### src/rtl/lsd_pkg.sv
package lsd_pkg;

    localparam int SYM_W  = 5;
    localparam int NUM_LS = 6;

    typedef logic [SYM_W-1:0] sym_t;

    typedef struct packed {
        sym_t first;
        sym_t second;
    } pair_t;

    localparam sym_t SYM_IDLE  = 5'b11111;
    localparam sym_t SYM_J     = 5'b11000;
    localparam sym_t SYM_K     = 5'b10001;
    localparam sym_t SYM_QUIET = 5'b00000;
    localparam sym_t SYM_HALT  = 5'b00100;

    typedef enum logic [2:0] {
        LS_NONE   = 3'd0,
        LS_QUIET  = 3'd1,
        LS_HALT   = 3'd2,
        LS_MASTER = 3'd3,
        LS_IDLE   = 3'd4,
        LS_SUPER  = 3'd5,
        LS_ACTIVE = 3'd6
    } lstate_e;

    typedef enum logic [2:0] {
        PC_OTHER,
        PC_IDLE,
        PC_QUIET,
        PC_HALT,
        PC_JK
    } pclass_e;

    function automatic logic is_jk(pair_t p);
        return (p.first == SYM_J) && (p.second == SYM_K);
    endfunction

    function automatic pclass_e classify(pair_t p);
        if (is_jk(p))                                         return PC_JK;
        if ((p.first == SYM_IDLE)  && (p.second == SYM_IDLE))  return PC_IDLE;
        if ((p.first == SYM_QUIET) && (p.second == SYM_QUIET)) return PC_QUIET;
        if ((p.first == SYM_HALT)  && (p.second == SYM_HALT))  return PC_HALT;
        return PC_OTHER;
    endfunction

endpackage

### src/rtl/lsd_aligner.sv
module lsd_aligner
    import lsd_pkg::*;
(
    input  logic  clk,
    input  logic  rst,
    input  sym_t  sym_hi,
    input  sym_t  sym_lo,
    input  logic  hold,
    output pair_t pair,
    output logic  phase
);

    sym_t  prev_lo;
    logic  phase_q;
    pair_t pair_even;
    pair_t pair_odd;
    pair_t pair_alt;
    logic  flip;
    logic  phase_eff;

    always_comb begin
        pair_even = '{first: sym_hi,  second: sym_lo};
        pair_odd  = '{first: prev_lo, second: sym_hi};
        pair_alt  = phase_q ? pair_even : pair_odd;
        flip      = !hold && is_jk(pair_alt);
        phase_eff = phase_q ^ flip;
        pair      = phase_eff ? pair_odd : pair_even;
    end

    always_ff @(posedge clk) begin
        if (rst) begin
            prev_lo <= '0;
            phase_q <= 1'b0;
        end else begin
            prev_lo <= sym_lo;
            phase_q <= phase_eff;
        end
    end

    assign phase = phase_q;

    // alignment is frozen while hold is asserted
    assert_hold_freezes_R10: assert property (@(posedge clk) disable iff (rst)
        (!$past(rst) && $past(hold)) |-> $stable(phase_q));

endmodule

### src/rtl/lsd_run_ctr.sv
module lsd_run_ctr #(
    parameter int LIMIT = 8,
    parameter int W     = 4
) (
    input  logic         clk,
    input  logic         rst,
    input  logic         cont,
    input  logic         start,
    output logic [W-1:0] cnt_next,
    output logic [W-1:0] cnt_q
);

    localparam logic [W-1:0] LIM = W'(LIMIT);

    always_comb begin
        if (cont)
            cnt_next = (cnt_q >= LIM) ? LIM : cnt_q + 1'b1;
        else if (start)
            cnt_next = W'(1);
        else
            cnt_next = '0;
    end

    always_ff @(posedge clk) begin
        if (rst) cnt_q <= '0;
        else     cnt_q <= cnt_next;
    end

    // the count never exceeds its limit
    assert_ctr_bound_R5: assert property (@(posedge clk) disable iff (rst)
        cnt_q <= LIM);

    // a pair that neither continues nor starts a run restarts the count
    assert_run_restart_R5: assert property (@(posedge clk) disable iff (rst)
        (!$past(rst) && !$past(cont) && !$past(start)) |-> (cnt_q == '0));

endmodule

### src/rtl/lsd_fsm.sv
module lsd_fsm
    import lsd_pkg::*;
#(
    parameter int IDLE_RUN   = 4,
    parameter int SUPER_RUN  = 8,
    parameter int QUIET_RUN  = 4,
    parameter int HALT_RUN   = 4,
    parameter int MASTER_RUN = 4,
    parameter int CW         = 4
) (
    input  logic              clk,
    input  logic              rst,
    input  pclass_e           pclass,
    input  logic [CW-1:0]     idle_n,
    input  logic [CW-1:0]     quiet_n,
    input  logic [CW-1:0]     halt_n,
    input  logic [CW-1:0]     master_n,
    output lstate_e           state,
    output logic              change,
    output logic              sof,
    output logic [NUM_LS-1:0] set_vec
);

    lstate_e nxt;
    logic    chg_d;

    always_comb begin
        nxt = state;
        if (pclass == PC_JK)
            nxt = LS_ACTIVE;
        else if (idle_n >= CW'(SUPER_RUN))
            nxt = LS_SUPER;
        else if (idle_n >= CW'(IDLE_RUN))
            nxt = LS_IDLE;
        else if (master_n >= CW'(MASTER_RUN))
            nxt = LS_MASTER;
        else if (halt_n >= CW'(HALT_RUN))
            nxt = LS_HALT;
        else if (quiet_n >= CW'(QUIET_RUN))
            nxt = LS_QUIET;
        chg_d = (nxt != state);
    end

    for (genvar i = 0; i < NUM_LS; i++) begin : g_set
        assign set_vec[i] = chg_d && (nxt == lstate_e'(3'(i + 1)));
    end

    always_ff @(posedge clk) begin
        if (rst) begin
            state  <= LS_NONE;
            change <= 1'b0;
            sof    <= 1'b0;
        end else begin
            state  <= nxt;
            change <= chg_d;
            sof    <= (pclass == PC_JK) && (state == LS_ACTIVE);
        end
    end

    // a frame start is reported only from the Active state
    assert_sof_active_R6: assert property (@(posedge clk) disable iff (rst)
        sof |-> ($past(state) == LS_ACTIVE && state == LS_ACTIVE));

    // the change pulse coincides with a new code
    assert_change_pulse_R7: assert property (@(posedge clk) disable iff (rst)
        change |-> (state != $past(state)));

    // without a change pulse the code is held
    assert_state_held_R5: assert property (@(posedge clk) disable iff (rst)
        !change |-> $stable(state));

endmodule

### src/rtl/lsd_history.sv
module lsd_history
    import lsd_pkg::*;
(
    input  logic              clk,
    input  logic              rst,
    input  logic [NUM_LS-1:0] set_vec,
    input  logic [NUM_LS-1:0] clr_vec,
    output logic [NUM_LS-1:0] hist
);

    for (genvar i = 0; i < NUM_LS; i++) begin : g_bit
        always_ff @(posedge clk) begin
            if (rst) hist[i] <= 1'b0;
            else     hist[i] <= (hist[i] & ~clr_vec[i]) | set_vec[i];
        end

        // a set on the same cycle as a clear leaves the bit set
        assert_set_wins_R8: assert property (@(posedge clk) disable iff (rst)
            (!$past(rst) && $past(set_vec[i])) |-> hist[i]);

        // a set bit survives until its own clear
        assert_sticky_R8: assert property (@(posedge clk) disable iff (rst)
            (!$past(rst) && $past(hist[i]) && !$past(clr_vec[i])) |-> hist[i]);
    end

endmodule

### src/rtl/line_state_detector.sv
module line_state_detector
    import lsd_pkg::*;
#(
    parameter int IDLE_RUN   = 4,
    parameter int SUPER_RUN  = 8,
    parameter int QUIET_RUN  = 4,
    parameter int HALT_RUN   = 4,
    parameter int MASTER_RUN = 4
) (
    input  logic              clk,
    input  logic              rst,
    input  logic [SYM_W-1:0]  sym_hi,
    input  logic [SYM_W-1:0]  sym_lo,
    input  logic              frame_hold,
    input  logic [NUM_LS-1:0] hist_clr,
    output logic [2:0]        ls_code,
    output logic              ls_change,
    output logic              frame_start,
    output logic              align_phase,
    output logic [NUM_LS-1:0] ls_hist
);

    localparam int NRUN  = 4;
    localparam int R_IDL = 0;
    localparam int R_QUI = 1;
    localparam int R_HLT = 2;
    localparam int R_MST = 3;
    localparam int MAX_A = (SUPER_RUN > QUIET_RUN) ? SUPER_RUN : QUIET_RUN;
    localparam int MAX_B = (HALT_RUN > MASTER_RUN) ? HALT_RUN : MASTER_RUN;
    localparam int MAX_L = (MAX_A > MAX_B) ? MAX_A : MAX_B;
    localparam int CW    = $clog2(MAX_L + 1);

    function automatic int run_limit(int idx);
        case (idx)
            R_IDL:   return SUPER_RUN;
            R_QUI:   return QUIET_RUN;
            R_HLT:   return HALT_RUN;
            default: return MASTER_RUN;
        endcase
    endfunction

    pair_t             pair;
    pclass_e           pclass;
    logic [1:0]        last_hq;
    logic [NRUN-1:0]   cont;
    logic [NRUN-1:0]   start;
    logic [CW-1:0]     cnt_next [NRUN];
    logic [CW-1:0]     cnt_q    [NRUN];
    lstate_e           state;
    logic [NUM_LS-1:0] set_vec;

    lsd_aligner u_align (
        .clk    (clk),
        .rst    (rst),
        .sym_hi (sym_hi),
        .sym_lo (sym_lo),
        .hold   (frame_hold),
        .pair   (pair),
        .phase  (align_phase)
    );

    assign pclass = classify(pair);

    // last_hq[0]: previous pair was Quiet, last_hq[1]: previous pair was Halt
    always_ff @(posedge clk) begin
        if (rst) last_hq <= '0;
        else     last_hq <= {pclass == PC_HALT, pclass == PC_QUIET};
    end

    always_comb begin
        cont[R_IDL]  = (pclass == PC_IDLE);
        cont[R_QUI]  = (pclass == PC_QUIET);
        cont[R_HLT]  = (pclass == PC_HALT);
        cont[R_MST]  = ((pclass == PC_QUIET) && last_hq[1]) ||
                       ((pclass == PC_HALT)  && last_hq[0]);
        start        = '0;
        start[R_MST] = (pclass == PC_QUIET) || (pclass == PC_HALT);
    end

    for (genvar g = 0; g < NRUN; g++) begin : g_run
        lsd_run_ctr #(
            .LIMIT (run_limit(g)),
            .W     (CW)
        ) u_ctr (
            .clk      (clk),
            .rst      (rst),
            .cont     (cont[g]),
            .start    (start[g]),
            .cnt_next (cnt_next[g]),
            .cnt_q    (cnt_q[g])
        );
    end

    lsd_fsm #(
        .IDLE_RUN   (IDLE_RUN),
        .SUPER_RUN  (SUPER_RUN),
        .QUIET_RUN  (QUIET_RUN),
        .HALT_RUN   (HALT_RUN),
        .MASTER_RUN (MASTER_RUN),
        .CW         (CW)
    ) u_fsm (
        .clk      (clk),
        .rst      (rst),
        .pclass   (pclass),
        .idle_n   (cnt_next[R_IDL]),
        .quiet_n  (cnt_next[R_QUI]),
        .halt_n   (cnt_next[R_HLT]),
        .master_n (cnt_next[R_MST]),
        .state    (state),
        .change   (ls_change),
        .sof      (frame_start),
        .set_vec  (set_vec)
    );

    lsd_history u_hist (
        .clk     (clk),
        .rst     (rst),
        .set_vec (set_vec),
        .clr_vec (hist_clr),
        .hist    (ls_hist)
    );

    assign ls_code = state;

    // Super Idle is entered only once the Idle run has reached its full length
    assert_super_run_R2: assert property (@(posedge clk) disable iff (rst)
        (state == LS_SUPER && $past(state) != LS_SUPER) |-> (cnt_q[R_IDL] == CW'(SUPER_RUN)));

    // a change of state always leaves the matching history bit set
    assert_hist_follows_R7: assert property (@(posedge clk) disable iff (rst)
        (ls_change && state != LS_NONE) |-> ls_hist[ls_code - 3'd1]);

endmodule

### config.mk
export PLATFORM = sky130hd
export DESIGN_NAME = line_state_detector
export DESIGN_NICKNAME = d
export VERILOG_FILES = /design/src/rtl/lsd_pkg.sv /design/src/rtl/lsd_aligner.sv /design/src/rtl/lsd_run_ctr.sv /design/src/rtl/lsd_fsm.sv /design/src/rtl/lsd_history.sv /design/src/rtl/line_state_detector.sv
export SDC_FILE = /design/constraint.sdc
export NUM_CORES = 1
export LEC_CHECK = 0
export BUFFER_PORTS_ARGS = -buffer_cell sky130_fd_sc_hd__buf_4
export CAP_MARGIN = 15
export CORE_MARGIN = 5
export CORE_UTILIZATION = 40
export CTS_CLUSTER_DIAMETER = 30
export CTS_CLUSTER_SIZE = 28
export DETAILED_ROUTE_END_ITERATION = 10
export SYNTH_ARGS = -nofsm -noshare
export SYNTH_HDL_FRONTEND = slang
export SYNTH_SLANG_ARGS = --single-unit
export TNS_END_PERCENT = 100
### constraint.sdc
create_clock -name clk -period 5.2 [get_ports clk]
set_input_delay 1.04 -clock clk [delete_from_list [all_inputs] [get_ports clk]]
set_output_delay 1.04 -clock clk [all_outputs]
set_load 0.05 [all_outputs]
==> summary.md <==
| Metric | Value |
|---|---|
| Status | completed |
| Share of cells above drive strength 1 | 20.2% |
| Post-synth cell types | 57 |
| Post-route DRC | 0 |
| Max-Cap Viols | 0 |
| Cell Pwr Density | 241 mW/mm² |
| CTS clk-pin slew, worst paths | 70 ps |
| Commonest non-fill, non-tap cell in the layout | dfxtp_1 |
| Final Power | 0.539 mW |
| Clock buffer count from CTS | 5 |
| Mux contribution to synthesized area | 2.21% |
| Actual slew at the worst max-slew pin | 706 ps |
| Synth Area in Compound Gates | 22.1% |
| Total track usage | 15.2% |
| Input/output buffers | 30 |
| Worst Setup End Kind | flop |
| Die Area | 0.00613 mm² |
| Overflow after GRT | 0 |
| Fin util | 50.4% |
| Post-Synth Adder-Cell Area | 3.35% |
| Die extent in x | 78.3 µm |
| Post-synth EDFFs | 0 |
| H-Tree Depth | 2 |
| Max VDD drop | 148 µV |
| Main combinational cell family by area after synthesis | simple AND/OR/NAND/NOR gates |
| WS Path Type | input pin to flop |
| Crit path DAT | 4100 ps |
| Leak | 0.926 nW |
| Drt wl/cell | 14.4 µm |
| Synth Warn # | 0 |
| Top_reg_cell synth | dfxtp_1 |
| CTS Root Cell | clkbuf_8 |
| Relative slew margins | 52.9% |
| Area grow syn2layout | 20.0% |
| First-pass GRT wire length | 7450 µm |
| ANT nets after route | 0 |
| TritonRoute pass-1 iters | 4 |
| CP startpoint kind | input pin |
| Drt total wl | 4380 µm |
| Initial antenna violation count | 0 |
| Post-Synth Simple-Gate Area | 30.0% |
| CTS tree | done |
| Syn_area_per_cell | 8.49 µm² |
| Most frequent cells in the layout | dfxtp_1, buf_4, nor2_1 |
| Worst-Skew Late Latency | 290 ps |
| Crit path time final | 3930 ps |
| Core Area | 0.00444 mm² |
| Skew final | 5.43 ps |
| Routed vias | 1,670 |
| Final Cell Area | 0.00224 mm² |
| Post-CTS sizing | 0 |
| Final Hold Viols | 0 |
| Netlist Area Pre-Place | 0.00187 mm² |
| # rows | 24 |
| Initial drt markers | 120 |
| Largest net degree at the start of global routing | 21 |
| Post-CTS setup buffer count | 0 |
| Dpl cell area | 0.00214 mm² |
| Async SR Flop Fraction | 0% |
| Hold Crit Depth | 1 |
| Crit path required time | 5370 ps |
| CTS Buffer Depth | 2 |
| Final Cycle Share | 75.6% |
| Die Height | 78.3 µm |
| Post-Synthesis Cells | 220 |
| R2R Setup Slk | 1970 ps |
| RSZ-0062 raised after global routing | false |
| Inserted Diodes | 0 |
| Worst Hold Class | flop to flop |
| Post-CTS Hold Buffers | 0 |
| Nets | 276 |
| Synth top area share | 37.5% |
| R2r worst-path depth | 9 |
| Final setup viols | 0 |
| FF-to-FF End | u_hist.hist[2] |
| Max-slew violation total from the final report | 0 |
| Register area share after synthesis | 37.5% |
| Xor/xnor share of the synthesized area | 0.469% |
| Hold WS | 417 ps |
| Final RePlAce weighted congestion | 0.970 |
| Largest fanout on the critical path | 14 |
| Io pins | 31 |
| Via density | 5.48 |
| Main area contributors after synthesis | dfxtp_1, nor2_1, nand2_1 |
| Worst reg2reg startpoint | u_align.prev_lo[0] |
| Hold wc startpoint | g_run[1].u_ctr.cnt_q[0] |
| FMAX | 0.254 GHz |
| Final setup TNS | 0 ps |
| Vias in the first global route | 1,663 |
| DP Wirelength | 3320 µm |
| Clk sinks | 35 |
| Hold Path End | g_run[1].u_ctr.cnt_q[0] |
| Number of synthesized register bits | 35 |
| Initial core utilization | 42.0% |
| Cell type with the largest total area after synthesis | dfxtp_1 |
-- cell usage after synthesis, types with 2 or more instances --
library cell / n
o31ai_1: 7
ha_1: 5
inv_1: 13
a21oi_1: 9
or2_2: 3
dfxtp_1: 35
nand4b_1: 3
o22ai_1: 2
mux2i_1: 3
nand2_1: 22
a31oi_1: 7
nor4_1: 4
a32o_1: 2
nor2_1: 27
nor2b_1: 6
o21ai_0: 5
nand3_1: 7
or3_1: 4
nand2b_1: 3
and3_1: 4
or2_1: 3
nor3_1: 6
clkbuf_1: 6
-- flip-flops by register name (all words and copies together) (netlist names) --
signal / count
g_run.u_ctr.cnt_q: 16
u_hist.hist: 6
u_align.prev_lo: 5
u_fsm.state: 3
last_hq: 2
u_align.phase: 1
u_fsm.change: 1
u_fsm.sof: 1
-- how the worst max path moves through the flow --
stage,cells after the start,endpoint,from,slack [ps]
after CTS,10,u_hist.hist[2],sym_hi[2],1320
final,10,u_hist.hist[2],sym_hi[2],1270
after global routing,10,u_hist.hist[4],sym_hi[2],1040
after floorplan,10,u_hist.hist[2],sym_hi[1],1490
after global placement,10,u_hist.hist[2],sym_hi[2],1060
after detailed placement,10,u_hist.hist[4],sym_hi[2],1010
-- kinds of logic after synthesis --
logic type / Yosys count
AND/OR/NAND/NOR: 103
AO/OA/AOI/OAI: 51
flip-flops: 35
buffers and inverters: 20
adder cells (fa/ha/maj): 5
multiplexers: 4
other: 1
XOR/XNOR: 1
-- power by group --
part / internal (mW) / switching [mW]
Combinational: 0.0203 / 0.0261
Sequential: 0.271 / 0.00313
Clock: 0.120 / 0.0977
Total: 0.412 / 0.127
-- routing by layer --
metal	routed length, µm	GRT usage [%]	up-vias
li1	-	-	856
met1	1990	19.2	753
met2	1990	22.9	50
met3	309	5.15	11
met4	87	7.87	0
met5	0	0	-
-- layout make-up --
| cell class | instances | area, µm² |
|---|---|---|
| fill | 437 | 2200 |
| multi-input combinational | 167 | 1100 |
| sequential | 35 | 701 |
| timing repair buffer | 30 | 225 |
| clock buffer | 7 | 96.3 |
| tap | 52 | 65.1 |
| inverter | 13 | 48.8 |
| clock inverter | 1 | 7.51 |
-- through the flow --
step / worst slack, ps / cells
finish: 1270 / 305
global route: 1040 / 305
global placement: 1060 / 297
floorplan: 1490 / 222
detailed placement: 1010 / 297
CTS: 1320 / 305
-- worst max-delay path, stage by stage --
cell	delay, ps
buf_4	160
nor4b_4	540
a41oi_4	300
a32oi_2	540
mux2_2	420
a222oi_1	220
o22ai_1	140
nor4_1	360
or2_1	280
o31ai_1	100
No activity file was read; power rests on OpenSTA's default activity.
